--- config.mk ---
export PLATFORM = sky130hd
export DESIGN_NAME = uart_irq_ready
export DESIGN_NICKNAME = d
export VERILOG_FILES = /design/src/rtl/uirq_pkg.sv /design/src/rtl/uirq_strobe_edge.sv /design/src/rtl/uirq_rx_path.sv /design/src/rtl/uirq_tx_path.sv /design/src/rtl/uart_irq_ready.sv
export SDC_FILE = /design/constraint.sdc
export NUM_CORES = 1
export LEC_CHECK = 0
export BUFFER_PORTS_ARGS = -buffer_cell sky130_fd_sc_hd__buf_2
export CORE_UTILIZATION = 47
export CTS_BUF_LIST = sky130_fd_sc_hd__clkbuf_2 sky130_fd_sc_hd__clkbuf_4 sky130_fd_sc_hd__clkbuf_8
export CTS_CLUSTER_SIZE = 14
export DETAILED_ROUTE_END_ITERATION = 16
export PLACE_DENSITY = 0.95
export SLEW_MARGIN = 10
export SYNTH_ARGS = -nofsm -noshare
export SYNTH_HDL_FRONTEND = slang
export SYNTH_SLANG_ARGS = --single-unit
--- constraint.sdc ---
create_clock -name clk -period 3.49 [get_ports clk]
set_input_delay 0.1745 -clock clk [delete_from_list [all_inputs] [get_ports clk]]
set_output_delay 0.1745 -clock clk [all_outputs]
set_load 0.02 [all_outputs]
--- src/rtl/uirq_pkg.sv ---
// Shared types for the UART interrupt / ready block.
// Assumes: nothing beyond IEEE 1800-2017.
package uirq_pkg;

    // Target of a host read access, as decoded from rd_sel_status.
    typedef enum logic {
        RD_DATA   = 1'b0,
        RD_STATUS = 1'b1
    } rd_target_e;

    // Index of each host strobe in the strobe edge array.
    localparam int STB_RD = 0;
    localparam int STB_WR = 1;
    localparam int NUM_STB = 2;

endpackage

--- src/rtl/uirq_strobe_edge.sv ---
// Converts a host strobe of selectable polarity into a one-cycle access
// event on its leading edge. Assumes the strobe is synchronous to clk and
// that the polarity select only changes while the strobe is idle.
module uirq_strobe_edge (
    input  logic clk,
    input  logic rst_n,
    input  logic active_high,
    input  logic raw,
    output logic access_o
);
    logic act;
    logic act_q;

    // Normalise the strobe to active-high.
    assign act = active_high ? raw : ~raw;

    // Remember last cycle's level; reset as "active" so no event at release.
    always_ff @(posedge clk) begin
        if (!rst_n) act_q <= 1'b1;
        else        act_q <= act;
    end

    assign access_o = act & ~act_q;
endmodule

--- src/rtl/uirq_rx_path.sv ---
// Receive side: threshold/timeout interrupt and the receive ready line.
// Assumes trig is in 1..DEPTH and timeout is a single-cycle pulse.
module uirq_rx_path #(
    parameter int CW = 6
) (
    input  logic          clk,
    input  logic          rst_n,
    input  logic [CW-1:0] level,
    input  logic [CW-1:0] trig,
    input  logic          timeout,
    input  logic          data_rd,
    input  logic          ien,
    input  logic          dma,
    output logic          irq,
    output logic          rdy_n
);
    logic at_trig, has_data;
    logic to_q, to_d;
    logic hold_q, hold_d;

    assign at_trig  = (level >= trig);
    assign has_data = (level != '0);

    // Timeout flag: a new timeout with data wins over a data read.
    always_comb begin
        if (timeout && has_data) to_d = 1'b1;
        else if (data_rd)        to_d = 1'b0;
        else                     to_d = to_q;
    end

    // DMA hysteresis: set at trigger or timeout, release only when empty.
    always_comb begin
        if (!has_data)                hold_d = 1'b0;
        else if (at_trig || timeout)  hold_d = 1'b1;
        else                          hold_d = hold_q;
    end

    // State and registered outputs.
    always_ff @(posedge clk) begin
        if (!rst_n) begin
            to_q   <= 1'b0;
            hold_q <= 1'b0;
            irq    <= 1'b0;
            rdy_n  <= 1'b1;
        end else begin
            to_q   <= to_d;
            hold_q <= hold_d;
            irq    <= ien & (at_trig | to_d);
            rdy_n  <= dma ? ~hold_d : ~has_data;
        end
    end
endmodule

--- src/rtl/uirq_tx_path.sv ---
// Transmit side: empty-event interrupt and the transmit ready line.
// Assumes trig is in 1..DEPTH; the FIFO count updates after a write.
module uirq_tx_path #(
    parameter int CW = 6
) (
    input  logic          clk,
    input  logic          rst_n,
    input  logic [CW-1:0] level,
    input  logic [CW-1:0] trig,
    input  logic          status_rd,
    input  logic          wr,
    input  logic          ien,
    input  logic          dma,
    output logic          irq,
    output logic          rdy_n
);
    logic empty, at_trig, became_empty;
    logic was_empty_q;
    logic flag_q, flag_d;

    assign empty        = (level == '0);
    assign at_trig      = (level >= trig);
    assign became_empty = empty & ~was_empty_q;

    // Empty event sets the flag; status read, refill or disable clears it.
    always_comb begin
        if (ien && became_empty)              flag_d = 1'b1;
        else if (!ien || status_rd || at_trig) flag_d = 1'b0;
        else                                  flag_d = flag_q;
    end

    // State and registered outputs.
    always_ff @(posedge clk) begin
        if (!rst_n) begin
            was_empty_q <= 1'b1;
            flag_q      <= 1'b0;
            irq         <= 1'b0;
            rdy_n       <= 1'b1;
        end else begin
            was_empty_q <= empty;
            flag_q      <= flag_d;
            irq         <= flag_d;
            rdy_n       <= dma ? at_trig : ~(empty & ~wr);
        end
    end
endmodule

--- src/rtl/uart_irq_ready.sv ---
// Top of the UART interrupt / ready block: decodes host strobes into
// access events and drives the receive and transmit paths.
// Assumes all inputs are synchronous to clk and triggers lie in 1..DEPTH.
module uart_irq_ready #(
    parameter int DEPTH = 32,
    parameter int CW    = $clog2(DEPTH + 1)
) (
    input  logic          clk,
    input  logic          rst_n,
    input  logic          strobe_active_high,
    input  logic          host_rd,
    input  logic          host_wr,
    input  logic          rd_sel_status,
    input  logic [CW-1:0] rx_level,
    input  logic [CW-1:0] tx_level,
    input  logic [CW-1:0] rx_trig,
    input  logic [CW-1:0] tx_trig,
    input  logic          rx_char_timeout,
    input  logic          ien_rx,
    input  logic          ien_tx,
    input  logic          dma_mode,
    output logic          rx_irq,
    output logic          tx_irq,
    output logic          rxrdy_n,
    output logic          txrdy_n
);
    import uirq_pkg::*;

    logic [NUM_STB-1:0] raw_stb;
    logic [NUM_STB-1:0] stb_ev;
    rd_target_e         rd_tgt;
    logic               data_rd, status_rd;

    assign raw_stb[STB_RD] = host_rd;
    assign raw_stb[STB_WR] = host_wr;

    // One edge detector per host strobe.
    for (genvar i = 0; i < NUM_STB; i++) begin : g_stb
        uirq_strobe_edge u_edge (
            .clk         (clk),
            .rst_n       (rst_n),
            .active_high (strobe_active_high),
            .raw         (raw_stb[i]),
            .access_o    (stb_ev[i])
        );
    end

    assign rd_tgt    = rd_target_e'(rd_sel_status);
    assign data_rd   = stb_ev[STB_RD] & (rd_tgt == RD_DATA);
    assign status_rd = stb_ev[STB_RD] & (rd_tgt == RD_STATUS);

    uirq_rx_path #(.CW(CW)) u_rx (
        .clk     (clk),
        .rst_n   (rst_n),
        .level   (rx_level),
        .trig    (rx_trig),
        .timeout (rx_char_timeout),
        .data_rd (data_rd),
        .ien     (ien_rx),
        .dma     (dma_mode),
        .irq     (rx_irq),
        .rdy_n   (rxrdy_n)
    );

    uirq_tx_path #(.CW(CW)) u_tx (
        .clk       (clk),
        .rst_n     (rst_n),
        .level     (tx_level),
        .trig      (tx_trig),
        .status_rd (status_rd),
        .wr        (stb_ev[STB_WR]),
        .ien       (ien_tx),
        .dma       (dma_mode),
        .irq       (tx_irq),
        .rdy_n     (txrdy_n)
    );
endmodule

==> results.toml, run 1 <==
[drt]
final_antenna_net_count = 0
via_per_inst = 5.09
dr.pass1.iters = 3
drc = 0
wire_per_inst_um = 10.3
postRouteWirelength_um = 1330
vias = 656
drtIter0Drc = 4

[worst_setup_path]
cpPeakStageDelay_ps = 330
crit_fanout = 2
cp.arrival_ps = 1310
criticalPathCategory = "reg2reg"
cp-start-kind = "register"
cp_cell_sequence = "or3_1 > a22o_1 > o211a_1"
cp-end-kind = "register"
critPathRequiredTime_ps = 3650
startpoint = "g_stb[0].u_edge.act_q"
r2r-start = "g_stb[0].u_edge.act_q"
worst_path_max_delay_cell = "or3_1"
crit_cells = 3
crit_buf_inv = 0
reg2reg_depth = 3
cp_top_family = "compound AO/OA/AOI/OAI gates"

[clock_network]
cts_tree = "done"
post_cts_buffers = 0
cts_inserted_buffers = 3
cts.clk_slew.worst_paths_ps = 70
htreeDepth = 1
cts-root-buf = "clkbuf_4"
cts_hold_buf = 0
clockBufferDepth = 2
insertion_delay_ps = 280
cts_sinks = 9
cts_repair_resize_count = 0

[placement]
place.port_buffers = 37
dp.cells = 125
routabilityCongestion = 0.662
pre_cts_slack_ps = 2070
dp.final_hpwl_um = 1190

[global_routing]
grt_remaining_overflow = 0
grt_start_max_net_pins = 11
antenna_found_initial = 0
grt_pass1_wl_um = 2080
grt.total_usage = 0.218
grt_pass1_vias = 582

[hold_path]
min_from = "rx_char_timeout"
hold_depth = 2
hold_class = "in2reg"

[floorplan]
initial_core_util = 0.536
die_area_sq_um = 1490
chipHeight_um = 38.6
num_io_pins = 38
num_rows = 12
core_sq_um = 1170
die_w_um = 38.6

[final_layout]
diodes = 0
drive_gt1_frac = 0.365
syn2layout_area_growth_pct = 35.5
instances_no_fill = 129
nNetsFinal = 162

[yosys]
ys_warn_count = 0
synth-simple-area-share = 0.179
synthArstFlopShare = 0
synth_enable_flop_cells = 0
synthAdderAreaFrac = 0.239
syn_nets = 121
yosys-top-cells-area = "dfxtp_1 29%, ha_1 24%, inv_1 7.8%, nand2_1 6.0%, a21oi_1 4.8%"
synth.largest_area_cell = "dfxtp_1"
synthMuxAreaShare = 0
synth_top_area_frac = 0.287
yosysSeqAreaShare = 0.287
ys.flop_type = "dfxtp_1"
synthesis.area_sq_um = 628
synth_common_cells = "13 x inv_1, 12 x ha_1, 10 x nand2_1"
syn_inst = 75
synth_top_family_by_area = "adder cells"
ys_ff_latch = 9
synth_cell_types = 22
synth_compound_area_frac = 0.177
synthXorXnorAreaFrac = 0.0279
avgSynthCellArea_sq_um = 8.37
yosysMostFrequentCell = "inv_1"

[timing]
setup_ws_ps = 2340
slew_headroom = 0.813
rsz0062_at_grt = "no"
tns_ps = 0
maxSlewViolCount = 0
fin_crit_ps = 1150
fin_crit_sh = 0.329
worst-slew-pin-transition_ps = 281
setup_viol = 0
max_freq_mhz = 871
fin_skew_ps = 12.4
final-hold-violation-count = 0

[power]
power.density_nw_per_um2 = 313
p_leak_nw = 0.481
max-vdd-ir-drop_v = 0.000204

[status]
status = "finished, final reports clean"

[run]
drv_cap = 0
-- routing by layer --
metal,up-vias,track usage,wire [um]
met2,25,0.404,723
li1,342,-,-
met1,287,0.190,528
met5,-,0,0
met3,2,0.0872,72
met4,0,0.129,8
-- final timing paths --
check | end | slack [ps]
min | u_rx.rdy_n | 130
max reg2reg | u_rx.irq | 2340
max | u_rx.irq | 2340
min reg2reg | u_tx.irq | 450
-- worst register-to-register path: stages (launching register included) --
cell,delay (ps)
dfxtp_1,310
or3_1,330
a22o_1,190
o211a_1,200
-- power by group --
part | switching (W) | total, W | internal (W)
Combinational | 0.0000336 | 0.0000685 | 0.0000348
Clock | 0.0000438 | 0.0000863 | 0.0000425
Sequential | 0.00000206 | 0.000112 | 0.000110
-- cells in the final DEF, fill, tap and decap left out --
master | synthesis | layout
nand4_1 | 2 | 2
nand2_1 | 10 | 10
o2111ai_1 | 1 | 1
nor2_1 | 3 | 3
a21oi_1 | 6 | 6
dfxtp_1 | 9 | 9
or3_1 | 1 | 1
o32ai_1 | 1 | 1
a22o_1 | 1 | 1
inv_1 | 13 | 13
and2_1 | 1 | 1
clkinv_2 | 0 | 1
buf_2 | 0 | 37
o211a_1 | 1 | 1
and2_2 | 1 | 1
o32a_1 | 1 | 1
nand2b_1 | 3 | 3
ha_1 | 12 | 12
o41ai_1 | 1 | 1
xor2_1 | 2 | 2
nor4_1 | 2 | 2
clkbuf_4 | 0 | 3
o31a_1 | 1 | 1
o221ai_1 | 2 | 2
-- sequential cells by signal (all words and copies together), names as in the netlist --
name / flops
u_rx.rdy_n: 1
u_tx.rdy_n: 1
g_stb.u_edge.act_q: 2
u_tx.was_empty_q: 1
u_rx.to_q: 1
u_tx.irq: 1
u_rx.hold_q: 1
u_rx.irq: 1
-- area by class of cell --
cell class / count / area, sq um
clock buffer: 3 / 22.5
clock inverter: 1 / 5.00
fill: 99 / 320
inverter: 13 / 48.8
multi-input combinational: 52 / 392
sequential: 9 / 180
tap: 14 / 17.5
timing repair buffer: 37 / 185
-- per-stage QoR --
stage / cell area (sq um) / hold slack (ps) / util / total power, W
after floorplan: 628 / 279 / - / 0.000152
after global placement: 823 / 405 / 0.703 / 0.000180
after detailed placement: 823 / 408 / 0.703 / 0.000183
after CTS: 851 / 123 / 0.726 / 0.000270
after global routing: 851 / 119 / 0.726 / 0.000284
final: 851 / 126 / 0.726 / 0.000266
-- kinds of logic (layout without fill, tap and decap cells) --
family          Yosys count  count (layout)
compound gates           15              15
flops                     9               9
fa+ha+maj                12              12
xor+xnor                  2               2
simple gates             23              23
buf+inv                  14              54
(Power assumes the default switching activity.)
==> inputs of run 2 (changes only) <==
--- a/config.mk
+++ b/config.mk
@@ -6,11 +6,11 @@
 export NUM_CORES = 1
 export LEC_CHECK = 0
 export BUFFER_PORTS_ARGS = -buffer_cell sky130_fd_sc_hd__buf_2
-export CORE_UTILIZATION = 47
+export CORE_UTILIZATION = 43
 export CTS_BUF_LIST = sky130_fd_sc_hd__clkbuf_2 sky130_fd_sc_hd__clkbuf_4 sky130_fd_sc_hd__clkbuf_8
 export CTS_CLUSTER_SIZE = 14
 export DETAILED_ROUTE_END_ITERATION = 16
-export PLACE_DENSITY = 0.95
+export PLACE_DENSITY = 0.91
 export SLEW_MARGIN = 10
 export SYNTH_ARGS = -nofsm -noshare
 export SYNTH_HDL_FRONTEND = slang
==> constraint.sdc (replaced) <==
create_clock -name clk -period 1.1 [get_ports clk]
set_input_delay 0.055 -clock clk [delete_from_list [all_inputs] [get_ports clk]]
set_output_delay 0.055 -clock clk [all_outputs]
set_load 0.02 [all_outputs]
==> results.toml, run 2 (same netlist as run 1, synthesis figures left out) <==
[timing]
setup_viol = 2
rsz0062_at_grt = "yes"
maxSlewViolCount = 0
fin_crit_ps = 1150
slew_headroom = 0.812
final-hold-violation-count = 0
setup_ws_ps = -52.1
max_freq_mhz = 868
fin_crit_sh = 1.05
fin_skew_ps = 1.48
worst-slew-pin-transition_ps = 282
holdWs_ps = 17.5

[drt]
drc = 0
vias = 690
final_antenna_net_count = 0
drtIter0Drc = 11
wire_per_inst_um = 11.0
dr.pass1.iters = 4
postRouteWirelength_um = 1450
via_per_inst = 5.23

[run]
drv_cap = 0

[global_routing]
grt.total_usage = 0.220
antenna_found_initial = 0
grt_remaining_overflow = 0
grt_pass1_vias = 627
grt_start_max_net_pins = 11
grt_pass1_wl_um = 2240

[final_layout]
diodes = 0
syn2layout_area_growth_pct = 40.8
drive_gt1_frac = 0.393
finish.utilization = 0.663
layout.cells.most_common = "buf_2"
layout_common_cells = "37 x buf_2, 12 x inv_1, 11 x ha_1, 10 x nand2_1, 9 x dfxtp_1"
largest_register_ffs = 2
largest_register = "g_stb.u_edge.act_q"
nNetsFinal = 164
final_cell_area_sq_um = 885

[hold_path]
hold_depth = 2
min_from = "rx_char_timeout"
hold_class = "in2reg"
whs_endpoint = "u_rx.rdy_n"

[floorplan]
die_w_um = 40.2
die_area_sq_um = 1620
chipHeight_um = 40.2
core_sq_um = 1330
initial_core_util = 0.471
num_rows = 13
num_io_pins = 38

[worst_setup_path]
cp-start-kind = "register"
crit_fanout = 2
reg2reg_depth = 3
cp-end-kind = "register"
r2r-end = "u_rx.irq"
critPathRequiredTime_ps = 1260
criticalPathCategory = "reg2reg"
cp.arrival_ps = 1310
rrSetupSlack_ps = -50
r2r-start = "g_stb[0].u_edge.act_q"

[clock_network]
cts_tree = "done"
clockBufferDepth = 2
insertion_delay_ps = 260
post_cts_buffers = 0
htreeDepth = 1
cts_sinks = 9
cts_inserted_buffers = 3
cts_repair_resize_count = 0
cts.clk_slew.worst_paths_ps = 60
cts-root-buf = "clkbuf_4"

[placement]
dp.final_hpwl_um = 1260
routabilityCongestion = 0.621
place.port_buffers = 37
pre_cts_slack_ps = -187
dpl_cell_area_sq_um = 855

[status]
status = "finished with violations"
failed_checks = "setup timing"

[power]
max-vdd-ir-drop_v = 0.000715
fin_total_pwr_w = 0.000871
p_leak_nw = 0.491
power.density_nw_per_um2 = 985
-- run 2: changes by cell type in the layout (fill, tap and decap cells not counted) --
cell	previous run	this run
buf_4	0	2
clkbuf_4	3	4
clkinv_2	1	0
ha_1	12	11
ha_4	0	1
inv_1	13	12
inv_4	0	1
-- run 2: critical path: stages (launching register included) --
cell	delay [ps]
dfxtp_1	300
or3_1	350
a22o_1	200
o211a_1	200
-- run 2: through the flow --
step                      cells  setup TNS [ps]
after floorplan              75               0
after global placement      128            -416
after detailed placement    128            -590
after CTS                   132           -91.8
after global routing        132            -167
final                       132           -84.9
-- run 2: layout make-up --
type / count / area, sq um
fillers: 123 / 449
multi-input cells: 52 / 404
clock buffers: 4 / 30.0
well taps: 15 / 18.8
flip-flops and latches: 9 / 180
inverters: 13 / 51.3
repair buffers: 39 / 200
-- run 2: worst max-delay path by stage --
stage	from	to	slack, ps	cells past startpoint
floorplan	g_stb[0].u_edge.act_q	u_rx.irq	6	3
CTS	g_stb[0].u_edge.act_q	u_rx.irq	-60	3
finish	g_stb[0].u_edge.act_q	u_rx.irq	-50	3
global route	g_stb[0].u_edge.act_q	u_rx.irq	-90	3
global placement	rx_level[0]	u_rx.hold_q	-130	7
detailed placement	rx_level[0]	u_rx.hold_q	-190	7
-- run 2: report_power, final --
part	internal [W]	switching [W]	leakage, nW	total (W)
combinational	0.000119	0.000115	0.397	0.000234
clock	0.000165	0.000118	0.0184	0.000282
sequential	0.000348	0.00000666	0.0750	0.000354
total	0.000631	0.000240	0.491	0.000871
-- run 2: repair_timing --
item	in CTS	in global routing
endpoints found under the setup margin	2	3
gates cloned	0	0
hold buffers	0	0
-- run 2: metal layers --
metal	share of wire	wire, um	track usage
met1	0.36	517	0.165
met2	0.56	815	0.440
met3	0.068	99	0.0944
met4	0.013	19	0.133
met5	0	0	0
==> inputs of run 3 (changes only) <==
--- a/config.mk
+++ b/config.mk
@@ -6,11 +6,13 @@
 export NUM_CORES = 1
 export LEC_CHECK = 0
 export BUFFER_PORTS_ARGS = -buffer_cell sky130_fd_sc_hd__buf_2
+export CORE_MARGIN = 1
 export CORE_UTILIZATION = 43
 export CTS_BUF_LIST = sky130_fd_sc_hd__clkbuf_2 sky130_fd_sc_hd__clkbuf_4 sky130_fd_sc_hd__clkbuf_8
 export CTS_CLUSTER_SIZE = 14
 export DETAILED_ROUTE_END_ITERATION = 16
 export PLACE_DENSITY = 0.91
+export RECOVER_POWER = 100
 export SLEW_MARGIN = 10
 export SYNTH_ARGS = -nofsm -noshare
 export SYNTH_HDL_FRONTEND = slang
==> results.toml, run 3 (same netlist as run 1, synthesis figures left out) <==
[status]
status = "finished with violations"
failed_checks = "setup timing"

[global_routing]
grtUsageMet1 = 0.165
grt_use_met2 = 0.440
grt_pass1_vias = 627
busiest_layer = "met2"
grtUsageMet3 = 0.0944
grt_remaining_overflow = 0
grt_start_max_net_pins = 11
grt_pass1_wl_um = 2240
antenna_found_initial = 0
grt.total_usage = 0.220

[timing]
slew_headroom = 0.809
setup_ws_ps = -49.7
fin_crit_ps = 1150
fin_skew_ps = 2.31
rsz0062_at_grt = "yes"
fin_crit_sh = 1.05
worst-slew-pin-transition_ps = 287
setup_viol = 2
max_freq_mhz = 870
final-hold-violation-count = 0
maxSlewViolCount = 0
holdWs_ps = 18.8

[power]
p_leak_nw = 0.471
fin_total_pwr_w = 0.000867
power.density_nw_per_um2 = 992
max-vdd-ir-drop_v = 0.000717

[worst_setup_path]
cp_cell_sequence = "or3_1 > a22o_1 > o211a_1"
cp-start-kind = "register"
worst_path_max_delay_cell = "or3_1"
cp-end-kind = "register"
cpPeakStageDelay_ps = 350
crit_buf_inv = 0
cp.arrival_ps = 1310
crit_fanout = 2
rrSetupSlack_ps = -50
cp_top_family = "compound AO/OA/AOI/OAI gates"
critPathRequiredTime_ps = 1260
criticalPathCategory = "reg2reg"

[floorplan]
die_area_sq_um = 1620
num_io_pins = 38
initial_core_util = 0.471
num_rows = 13
core_sq_um = 1330
chipHeight_um = 40.2
die_w_um = 40.2

[clock_network]
post_cts_buffers = 0
htreeDepth = 1
cts_tree = "done"
clockBufferDepth = 2
cts_sinks = 9
cts-root-buf = "clkbuf_4"
insertion_delay_ps = 260
cts_inserted_buffers = 3
cts.clk_slew.worst_paths_ps = 60
cts_repair_resize_count = 0

[drt]
drc = 0
vias = 688
via_per_inst = 5.21
dr.pass1.iters = 4
wire_per_inst_um = 11.1
final_antenna_net_count = 0
drtIter0Drc = 13
postRouteWirelength_um = 1470

[placement]
dp.final_hpwl_um = 1260
routabilityCongestion = 0.621
place.port_buffers = 37
dp.cells = 128

[final_layout]
seq_area_sq_um = 180
layout.cells.most_common = "buf_2"
nNetsFinal = 164
largest_register_ffs = 2
diodes = 0
largest_register = "g_stb.u_edge.act_q"
multi_input_area_sq_um = 404
syn2layout_area_growth_pct = 39.0
drive_gt1_frac = 0.325
fillers = 127
layout_common_cells = "30 x buf_2, 13 x inv_1, 11 x ha_1, 10 x nand2_1, 9 x dfxtp_1"
instances_no_fill = 132

[hold_path]
hold_class = "in2reg"

[run]
drv_cap = 0
## run 3: through the flow
step | worst slack, ps | instance area (sq um) | util | setup TNS, ps
after global placement | -132 | 855 | 0.641 | -416
final | -49.7 | 873 | 0.655 | -80.9
after CTS | -56.7 | 885 | 0.663 | -91.8
after global routing | -85.4 | 873 | 0.655 | -213
after floorplan | 6.07 | 643 | - | 0
after detailed placement | -187 | 855 | 0.641 | -590
## run 3: what timing repair did
item	in CTS	in global routing
hold buffers	0	0
hold endpoints to repair	0	0
setup endpoints to repair	2	3
## run 3: area by class of cell
type                            instances  area share
Multi-Input combinational cell         52       0.463
Timing Repair Buffer                   39       0.219
Sequential cell                         9       0.206
Inverter                               13      0.0559
Clock buffer                            4      0.0344
Tap cell                               15      0.0215
## run 3: report_power, final
group	switching [W]	total, W	leakage (nW)	internal (W)
Sequential	0.00000655	0.000354	0.0750	0.000348
Clock	0.000119	0.000283	0.0184	0.000165
Combinational	0.000114	0.000229	0.377	0.000114
## run 3: worst paths after layout
path,from,end,cells past startpoint
worst max-delay path,g_stb[0].u_edge.act_q,u_rx.irq,3
worst max register to register,g_stb[0].u_edge.act_q,u_rx.irq,3
worst min-delay path,rx_char_timeout,u_rx.rdy_n,2
worst min register to register,u_tx.was_empty_q,u_tx.irq,1
## run 3: worst register-to-register path, cell delays in order, from the launching register on
cell and delay, ps:
dfxtp_1 300, or3_1 350, a22o_1 200, o211a_1 200
## run 3: layer usage
layer,wire length [um],vias to the layer above
li1,-,346
met2,836,27
met3,95,2
met5,0,-
met1,524,313
met4,11,0
